===== src/rtl/pwrseq_pkg.sv =====
package pwrseq_pkg;
  typedef enum logic [2:0] {
    S_OFF, S_UP, S_SETTLE, S_ON, S_DOWN, S_BACKOFF, S_FAULT
  } seq_state_e;

  typedef enum logic [1:0] {
    FK_NONE, FK_TIMEOUT, FK_RAILFLT, FK_OVERV
  } fault_kind_e;

  typedef enum logic [1:0] {
    POL_CUT, POL_REVERSE, POL_ISOLATE, POL_RETRY
  } fault_pol_e;
endpackage


===== src/rtl/pwrseq_fault_pick.sv =====
module pwrseq_fault_pick
  import pwrseq_pkg::*;
#(
  parameter int NRAIL = 4,
  parameter int IW    = 2
) (
  input  logic [NRAIL-1:0] en,
  input  logic [NRAIL-1:0] ov,
  input  logic [NRAIL-1:0] flt,
  input  logic             watch,
  input  logic             tmo_hit,
  input  logic [IW-1:0]    tmo_rail,
  output fault_kind_e      kind,
  output logic [IW-1:0]    rail
);
  logic          ov_any, fl_any;
  logic [IW-1:0] ov_rail, fl_rail;

  // lowest index wins: scan from the top, later hits overwrite
  always_comb begin
    ov_any = 1'b0; ov_rail = '0;
    fl_any = 1'b0; fl_rail = '0;
    for (int i = NRAIL-1; i >= 0; i--) begin
      if (ov[i] && en[i])  begin ov_any = 1'b1; ov_rail = IW'(i); end
      if (flt[i] && en[i]) begin fl_any = 1'b1; fl_rail = IW'(i); end
    end
  end

  always_comb begin
    kind = FK_NONE;
    rail = '0;
    if (watch) begin
      if (ov_any)       begin kind = FK_OVERV;   rail = ov_rail;  end
      else if (fl_any)  begin kind = FK_RAILFLT; rail = fl_rail;  end
      else if (tmo_hit) begin kind = FK_TIMEOUT; rail = tmo_rail; end
    end
  end
endmodule


===== src/rtl/pwrseq_code_reg.sv =====
module pwrseq_code_reg
  import pwrseq_pkg::*;
#(
  parameter int IW = 2
) (
  input  logic          clk,
  input  logic          rst_n,
  input  fault_kind_e   kind,
  input  logic [IW-1:0] rail,
  input  logic          clr,
  output logic          valid_q,
  output fault_kind_e   kind_q,
  output logic [IW-1:0] rail_q
);
  always_ff @(posedge clk or negedge rst_n) begin
    if (!rst_n) begin
      valid_q <= 1'b0;
      kind_q  <= FK_NONE;
      rail_q  <= '0;
    end else if (clr) begin
      valid_q <= 1'b0;
    end else if (kind != FK_NONE && !valid_q) begin
      valid_q <= 1'b1;
      kind_q  <= kind;
      rail_q  <= rail;
    end
  end


  code_hold_chk: assert property (@(posedge clk) disable iff (!rst_n)
    (valid_q && !clr) |=> (valid_q && $stable(kind_q) && $stable(rail_q)));
endmodule


===== src/rtl/pwr_seq.sv =====
module pwr_seq
  import pwrseq_pkg::*;
#(
  parameter int NRAIL = 4,
  parameter int DW    = 16,
  parameter int RW    = 3,
  localparam int IW   = (NRAIL > 2) ? $clog2(NRAIL) : 1
) (
  input  logic                clk,
  input  logic                rst_n,
  input  logic                run_i,
  input  logic                clear_i,
  input  logic [NRAIL-1:0]    pg_i,
  input  logic [NRAIL-1:0]    rflt_i,
  input  logic [NRAIL-1:0]    ov_i,
  input  logic [1:0]          policy_i,
  input  logic [NRAIL*IW-1:0] order_i,
  input  logic [DW-1:0]       settle_i,
  input  logic [DW-1:0]       tmo_i,
  input  logic [DW-1:0]       backoff_i,
  input  logic [RW-1:0]       retry_max_i,
  output logic [NRAIL-1:0]    en_o,
  output logic                done_o,
  output logic                fvalid_o,
  output logic [1:0]          fkind_o,
  output logic [IW-1:0]       frail_o
);
  localparam logic [IW-1:0] LAST = IW'(NRAIL-1);

  seq_state_e        st;
  logic [IW-1:0]     s;
  logic [DW-1:0]     cnt;
  logic [RW-1:0]     rc;
  logic [NRAIL-1:0]  en_q;
  logic              fdown;

  logic [IW-1:0]     s_nxt, s_prv, cur_rail, nxt_rail, prv_rail, first_rail;
  logic              cur_pg, watch, tmo_hit, clr;
  fault_kind_e       fk, fk_q;
  logic [IW-1:0]     fk_rail, fslot;
  fault_pol_e        pol_eff;
  logic [NRAIL-1:0]  keep;

  assign s_nxt      = s + 1'b1;
  assign s_prv      = s - 1'b1;
  assign cur_rail   = order_i[s*IW +: IW];
  assign nxt_rail   = order_i[s_nxt*IW +: IW];
  assign prv_rail   = order_i[s_prv*IW +: IW];
  assign first_rail = order_i[IW-1:0];
  assign cur_pg     = pg_i[cur_rail];
  assign watch      = (st == S_UP) || (st == S_SETTLE) || (st == S_ON);
  assign tmo_hit    = (st == S_UP) && !cur_pg && (cnt == tmo_i);
  assign clr        = clear_i && ((st == S_OFF) || (st == S_FAULT));
  assign pol_eff    = (fk == FK_OVERV) ? POL_CUT : fault_pol_e'(policy_i);

  pwrseq_fault_pick #(.NRAIL(NRAIL), .IW(IW)) u_pick (
    .en(en_q), .ov(ov_i), .flt(rflt_i), .watch(watch),
    .tmo_hit(tmo_hit), .tmo_rail(cur_rail), .kind(fk), .rail(fk_rail)
  );

  pwrseq_code_reg #(.IW(IW)) u_code (
    .clk(clk), .rst_n(rst_n), .kind(fk), .rail(fk_rail), .clr(clr),
    .valid_q(fvalid_o), .kind_q(fk_q), .rail_q(frail_o)
  );

  // slot held by the faulted rail
  always_comb begin
    fslot = '0;
    for (int j = 0; j < NRAIL; j++)
      if (order_i[j*IW +: IW] == fk_rail) fslot = IW'(j);
  end

  // a rail survives isolation when its slot precedes the faulted slot
  for (genvar r = 0; r < NRAIL; r++) begin : g_keep
    logic [IW-1:0] pos;
    always_comb begin
      pos = '0;
      for (int j = 0; j < NRAIL; j++)
        if (order_i[j*IW +: IW] == IW'(r)) pos = IW'(j);
    end
    assign keep[r] = (pos < fslot);
  end

  always_ff @(posedge clk or negedge rst_n) begin
    if (!rst_n) begin
      st <= S_OFF; s <= '0; cnt <= '0; rc <= '0; en_q <= '0; fdown <= 1'b0;
    end else begin
      unique case (st)
        S_OFF: begin
          rc <= '0;
          if (run_i) begin
            st <= S_UP; s <= '0; cnt <= '0; en_q[first_rail] <= 1'b1;
          end
        end
        S_UP, S_SETTLE, S_ON: begin
          if (fk != FK_NONE) begin
            unique case (pol_eff)
              POL_CUT:     begin en_q <= '0; st <= S_FAULT; end
              POL_REVERSE: begin
                en_q[cur_rail] <= 1'b0; cnt <= '0; fdown <= 1'b1; st <= S_DOWN;
              end
              POL_ISOLATE: begin en_q <= en_q & keep; st <= S_FAULT; end
              POL_RETRY: begin
                en_q <= '0; cnt <= '0;
                if (rc < retry_max_i) begin rc <= rc + 1'b1; st <= S_BACKOFF; end
                else st <= S_FAULT;
              end
            endcase
          end else if (!run_i) begin
            en_q[cur_rail] <= 1'b0; cnt <= '0; fdown <= 1'b0; st <= S_DOWN;
          end else if (st == S_UP) begin
            if (cur_pg) begin st <= S_SETTLE; cnt <= '0; end
            else cnt <= cnt + 1'b1;
          end else if (st == S_SETTLE) begin
            if (!cur_pg) cnt <= '0;
            else if (cnt == settle_i) begin
              if (s == LAST) st <= S_ON;
              else begin
                s <= s_nxt; st <= S_UP; cnt <= '0; en_q[nxt_rail] <= 1'b1;
              end
            end else cnt <= cnt + 1'b1;
          end
        end
        S_DOWN: begin
          if (cnt == settle_i) begin
            if (s == '0) begin st <= fdown ? S_FAULT : S_OFF; fdown <= 1'b0; end
            else begin s <= s_prv; cnt <= '0; en_q[prv_rail] <= 1'b0; end
          end else cnt <= cnt + 1'b1;
        end
        S_BACKOFF: begin
          if (!run_i) st <= S_FAULT;
          else if (cnt == backoff_i) begin
            st <= S_UP; s <= '0; cnt <= '0; en_q[first_rail] <= 1'b1;
          end else cnt <= cnt + 1'b1;
        end
        S_FAULT: begin
          if (clear_i) begin en_q <= '0; st <= S_OFF; end
        end
        default: st <= S_OFF;
      endcase
    end
  end

  assign en_o    = en_q;
  assign done_o  = (st == S_ON);
  assign fkind_o = fk_q;


  one_rise_chk: assert property (@(posedge clk) disable iff (!rst_n)
    $countones(en_q & ~$past(en_q)) <= 1);

  done_all_chk: assert property (@(posedge clk) disable iff (!rst_n)
    done_o |-> (&en_q));

  ov_cut_chk: assert property (@(posedge clk) disable iff (!rst_n)
    (watch && |(ov_i & en_q)) |=> (en_q == '0));

  fault_hold_chk: assert property (@(posedge clk) disable iff (!rst_n)
    (st == S_FAULT && !clear_i) |=> (st == S_FAULT && $stable(en_q)));
endmodule


===== config.mk =====
export PLATFORM = sky130hd
export DESIGN_NAME = pwr_seq
export DESIGN_NICKNAME = d
export VERILOG_FILES = /design/src/rtl/pwrseq_pkg.sv /design/src/rtl/pwrseq_fault_pick.sv /design/src/rtl/pwrseq_code_reg.sv /design/src/rtl/pwr_seq.sv
export SDC_FILE = /design/constraint.sdc
export NUM_CORES = 1
export LEC_CHECK = 0
export BUFFER_PORTS_ARGS = -buffer_cell sky130_fd_sc_hd__buf_2
export CORE_MARGIN = 2
export CORE_UTILIZATION = 57
export CTS_BUF_LIST = sky130_fd_sc_hd__clkbuf_8
export CTS_CLUSTER_SIZE = 25
export DETAILED_ROUTE_END_ITERATION = 10
export HOLD_SLACK_MARGIN = 0.1
export PLACE_DENSITY_LB_ADDON = 0.05
export SLEW_MARGIN = 0
export SYNTH_ARGS = -nofsm -noshare
export SYNTH_HDL_FRONTEND = slang
export SYNTH_SLANG_ARGS = --single-unit

===== constraint.sdc =====
create_clock -name clk -period 3.75 [get_ports clk]
set_input_delay 0.75 -clock clk [delete_from_list [all_inputs] [get_ports clk]]
set_output_delay 0.75 -clock clk [all_outputs]
set_load 0.01 [all_outputs]

==> impl_metrics.py <==
metrics = {
    "run_status": {
        "outcome": "completed",
    },
    "power_and_ir_drop": {
        "p_comb_share_pct": 67.2,
        "total_power_uw": 2740,
        "clockPowerShare_pct": 10.6,
        "internal-power_uw": 1350,
        "power_frac_seq_pct": 22.3,
        "power_density_nw_per_um2": 637,
        "p_leak_uw": 0.00192,
        "switching_share_pct": 50.9,
        "p_sw_uw": 1390,
        "irDropWorstVdd_mv": 0.535,
    },
    "sta": {
        "fmax_mhz": 296,
        "tns_ps": 0,
        "finalCriticalPeriod_ps": 3370,
        "finalCritPeriodShare_pct": 90.0,
        "hold_viol_final": 0,
        "worst_pin_slew_ps": 794,
        "rsz0062_at_grt": "no",
        "fin_skew_ps": 11.9,
        "finalSetupViolations": 0,
        "slew_violations": 0,
        "slew_headroom_pct": 47.0,
        "setup_slack_ps": 376,
    },
    "logic_synthesis": {
        "synth_cells": 478,
        "synth-async-reset-ratio_pct": 100,
        "syn-cell-area_um2": 3800,
        "ys_types": 70,
        "syn_nets": 561,
        "yosys_most_used_dff": "dfrtp_1",
        "ys_seq_elements": 34,
        "yosysWarnings": 0,
        "synth_area_per_cell_um2": 7.95,
        "seq_area_frac_synth_pct": 22.4,
        "synth_edf_count": 0,
    },
    "placed_design": {
        "port_buffers": 86,
        "dpl.cell_count": 615,
        "placed_cell_area_um2": 4210,
        "place.gp.congestion": 1.03,
        "place_ws_ps": 153,
        "dp_hpwl_um": 9180,
    },
    "global_route": {
        "grt_most_used_layer": "met2",
        "met1_usage_pct": 44.7,
        "grt_pass1_vias": 3849,
        "grt_pass1_wl_um": 18800,
        "grt.met3_usage_pct": 4.52,
        "grt-ovfl-total": 0,
        "met2_usage_pct": 53.6,
        "grtUsageTotal_pct": 32.4,
        "grt_max_degree": 35,
        "antenna_found_initial": 0,
    },
    "die": {
        "die_w_um": 85.7,
        "die_height_um": 85.7,
        "core.rowCount": 29,
        "dieArea_um2": 7340,
        "start_util_pct": 59.5,
        "core_area_um2": 6390,
        "io-pin-count": 87,
    },
    "cts": {
        "tritoncts.num_buffers": 5,
        "path_clk_slew_ps": 80,
        "htree_num_levels": 2,
        "cts_root_buffer": "clkbuf_8",
        "post-cts-setup-buffer-count": 0,
        "clockBufferDepth": 2,
        "clock_sink_count": 34,
        "cts_hold_buf": 0,
        "cts_resized": 0,
        "clk_latency_ps": 300,
        "cts_tree": "done",
    },
    "drt": {
        "viasPerCell": 6.52,
        "drtAntennaViolNets": 0,
        "post-route-drc-count": 0,
        "first_pass_iters": 5,
        "wire_per_inst_um": 18.7,
        "vias": 4065,
        "drt_iter0_drc": 371,
        "wirelength_um": 11600,
    },
    "finish": {
        "syn_to_final_growth_pct": 13.2,
        "final_cells": 623,
        "final_nets": 628,
        "finalInstanceArea_um2": 4300,
        "antenna_cells": 0,
        "drive_gt1_share_pct": 22.9,
    },
    "worst_setup_path": {
        "cp.required_ps": 3930,
        "worst_setup_path_start_kind": "primary input",
        "path_max_fanout": 8,
        "crit_type": "in -> reg",
        "ff2ff_setup_slack_ps": 400,
        "critical_path_arrival_ps": 3560,
        "crit_path_end_kind": "flop",
    },
    "job": {
        "drv_cap": 0,
    },
    "min_path": {
        "holdCritPathClass": "reg -> reg",
    },
}
==> synth_stat cells, drive strengths merged, types with 2 or more instances <==
cell / instances / share of area (%)
a21o: 5 / 1.0
nand2: 39 / 3.9
mux4: 6 / 4.0
and3: 6 / 1.0
xnor2: 26 / 6.0
o32a: 3 / 0.79
a32oi: 3 / 0.69
mux2i: 6 / 1.8
o211a: 2 / 0.53
o21ai: 45 / 6.0
xor2: 28 / 6.5
a31oi: 3 / 0.49
nand3: 21 / 2.8
nor2: 37 / 3.7
o21bai: 3 / 0.69
and4: 6 / 1.4
nor4: 12 / 2.4
inv: 15 / 1.5
o211ai: 3 / 0.59
o41ai: 2 / 0.46
nand2b: 19 / 3.1
a211oi: 3 / 0.72
o31ai: 9 / 1.8
nor2b: 8 / 1.3
ha: 6 / 2.0
or3b: 2 / 0.53
a21oi: 22 / 3.0
a211o: 2 / 0.46
o2111a: 2 / 0.59
a22oi: 5 / 0.99
dfrtp: 34 / 22
mux2: 4 / 1.6
nor3: 8 / 1.2
nand3b: 5 / 0.99
or3: 2 / 0.33
clkbuf: 27 / 2.7
a22o: 3 / 0.72
a221oi: 4 / 0.92
buf: 10 / 2.6
and2: 5 / 0.82
o2111ai: 4 / 0.92
nand4: 12 / 2.1
==> layout make-up <==
type / count / area, um^2
fillers: 557 / 2090
well taps: 77 / 96.3
multi-input cells: 391 / 2690
clock buffers: 6 / 82.6
clock inverters: 2 / 8.76
repair buffers: 97 / 513
flip-flops and latches: 34 / 851
inverters: 16 / 60.1
==> cell families after synthesis <==
group / synth area share (%)
xor gates and xnor gates: 12.4
muxes: 7.31
buffers and inverters: 6.85
AOI/OAI and AO/OA: 23.0
DFF: 22.4
and+or+nand+nor: 26.1
adders and majority gates: 1.98
==> worst max-delay path, stage by stage <==
cell	delay, ps
buf_2	160
mux4_2	590
mux2i_2	310
nand2_1	80
nor4_1	420
o21bai_1	260
xor2_1	240
a22oi_1	310
a221oi_1	130
o32a_1	310
==> sequential cells by signal (all words and copies together), names as in the netlist <==
signal / flops
s: 2
u_code.rail_q: 2
cnt: 16
u_code.valid_q: 1
st: 3
en_o: 4
rc: 3
u_code.kind_q: 2
fdown: 1
==> cells in the final DEF, fill, tap and decap left out, types with 3 or more instances in the layout <==
cell,synthesis,layout
mux2i_1,4,4
nand3_1,21,21
nor2_1,37,37
a22oi_1,5,5
mux4_1,4,4
a31oi_1,3,3
and4_1,6,6
mux2_4,4,4
o211ai_1,3,3
o21ai_1,9,9
dfrtp_1,34,34
buf_4,2,11
nand4_1,11,11
o32a_1,3,3
inv_1,15,16
o21ai_0,35,35
a21o_1,4,4
nand3b_1,5,5
a221oi_1,4,4
a21oi_1,21,21
xnor2_1,26,26
o31ai_1,9,9
buf_2,0,86
and3_1,5,5
and2_1,5,5
clkbuf_8,0,6
nor2b_1,8,8
xor2_1,28,28
nor4_1,11,11
nand2b_1,19,19
nand2_1,39,39
ha_1,6,6
o2111ai_1,4,4
nor3_1,7,7
a32oi_1,3,3
==> per-stage QoR <==
step                util (%)  hold slack [ps]
floorplan                  -              454
global placement        65.9              478
detailed placement      65.9              475
CTS                     67.3              492
global route            67.3              521
finish                  67.3              498
==> path summary, 6_finish.rpt <==
check,end,cells after the start,startpoint
max,en_o[0],10,order_i[7]
min,u_code.rail_q[0],2,u_code.rail_q[0]
max reg2reg,en_o[0],9,s[0]
min reg2reg,u_code.rail_q[0],2,u_code.rail_q[0]
max in group asynchronous,cnt[10],1,rst_n
min in group asynchronous,cnt[14],1,rst_n
==> power by group through the flow <==
stage / sequential, uW / clock (uW) / combinational (uW)
after floorplan: 543 / 0 / 1400
after CTS: 604 / 292 / 1800
after global placement: 608 / 0 / 1760
after global routing: 623 / 308 / 2010
final: 610 / 290 / 1840
after detailed placement: 612 / 0 / 1790
==> routing by layer <==
| metal | share of wire, % | up-vias |
|---|---|---|
| met5 | 0 | - |
| met4 | 2.2 | 0 |
| met3 | 9.3 | 36 |
| met2 | 47 | 232 |
| met1 | 42 | 1914 |
| li1 | - | 1883 |
No activity file was read; power rests on OpenSTA's default activity.
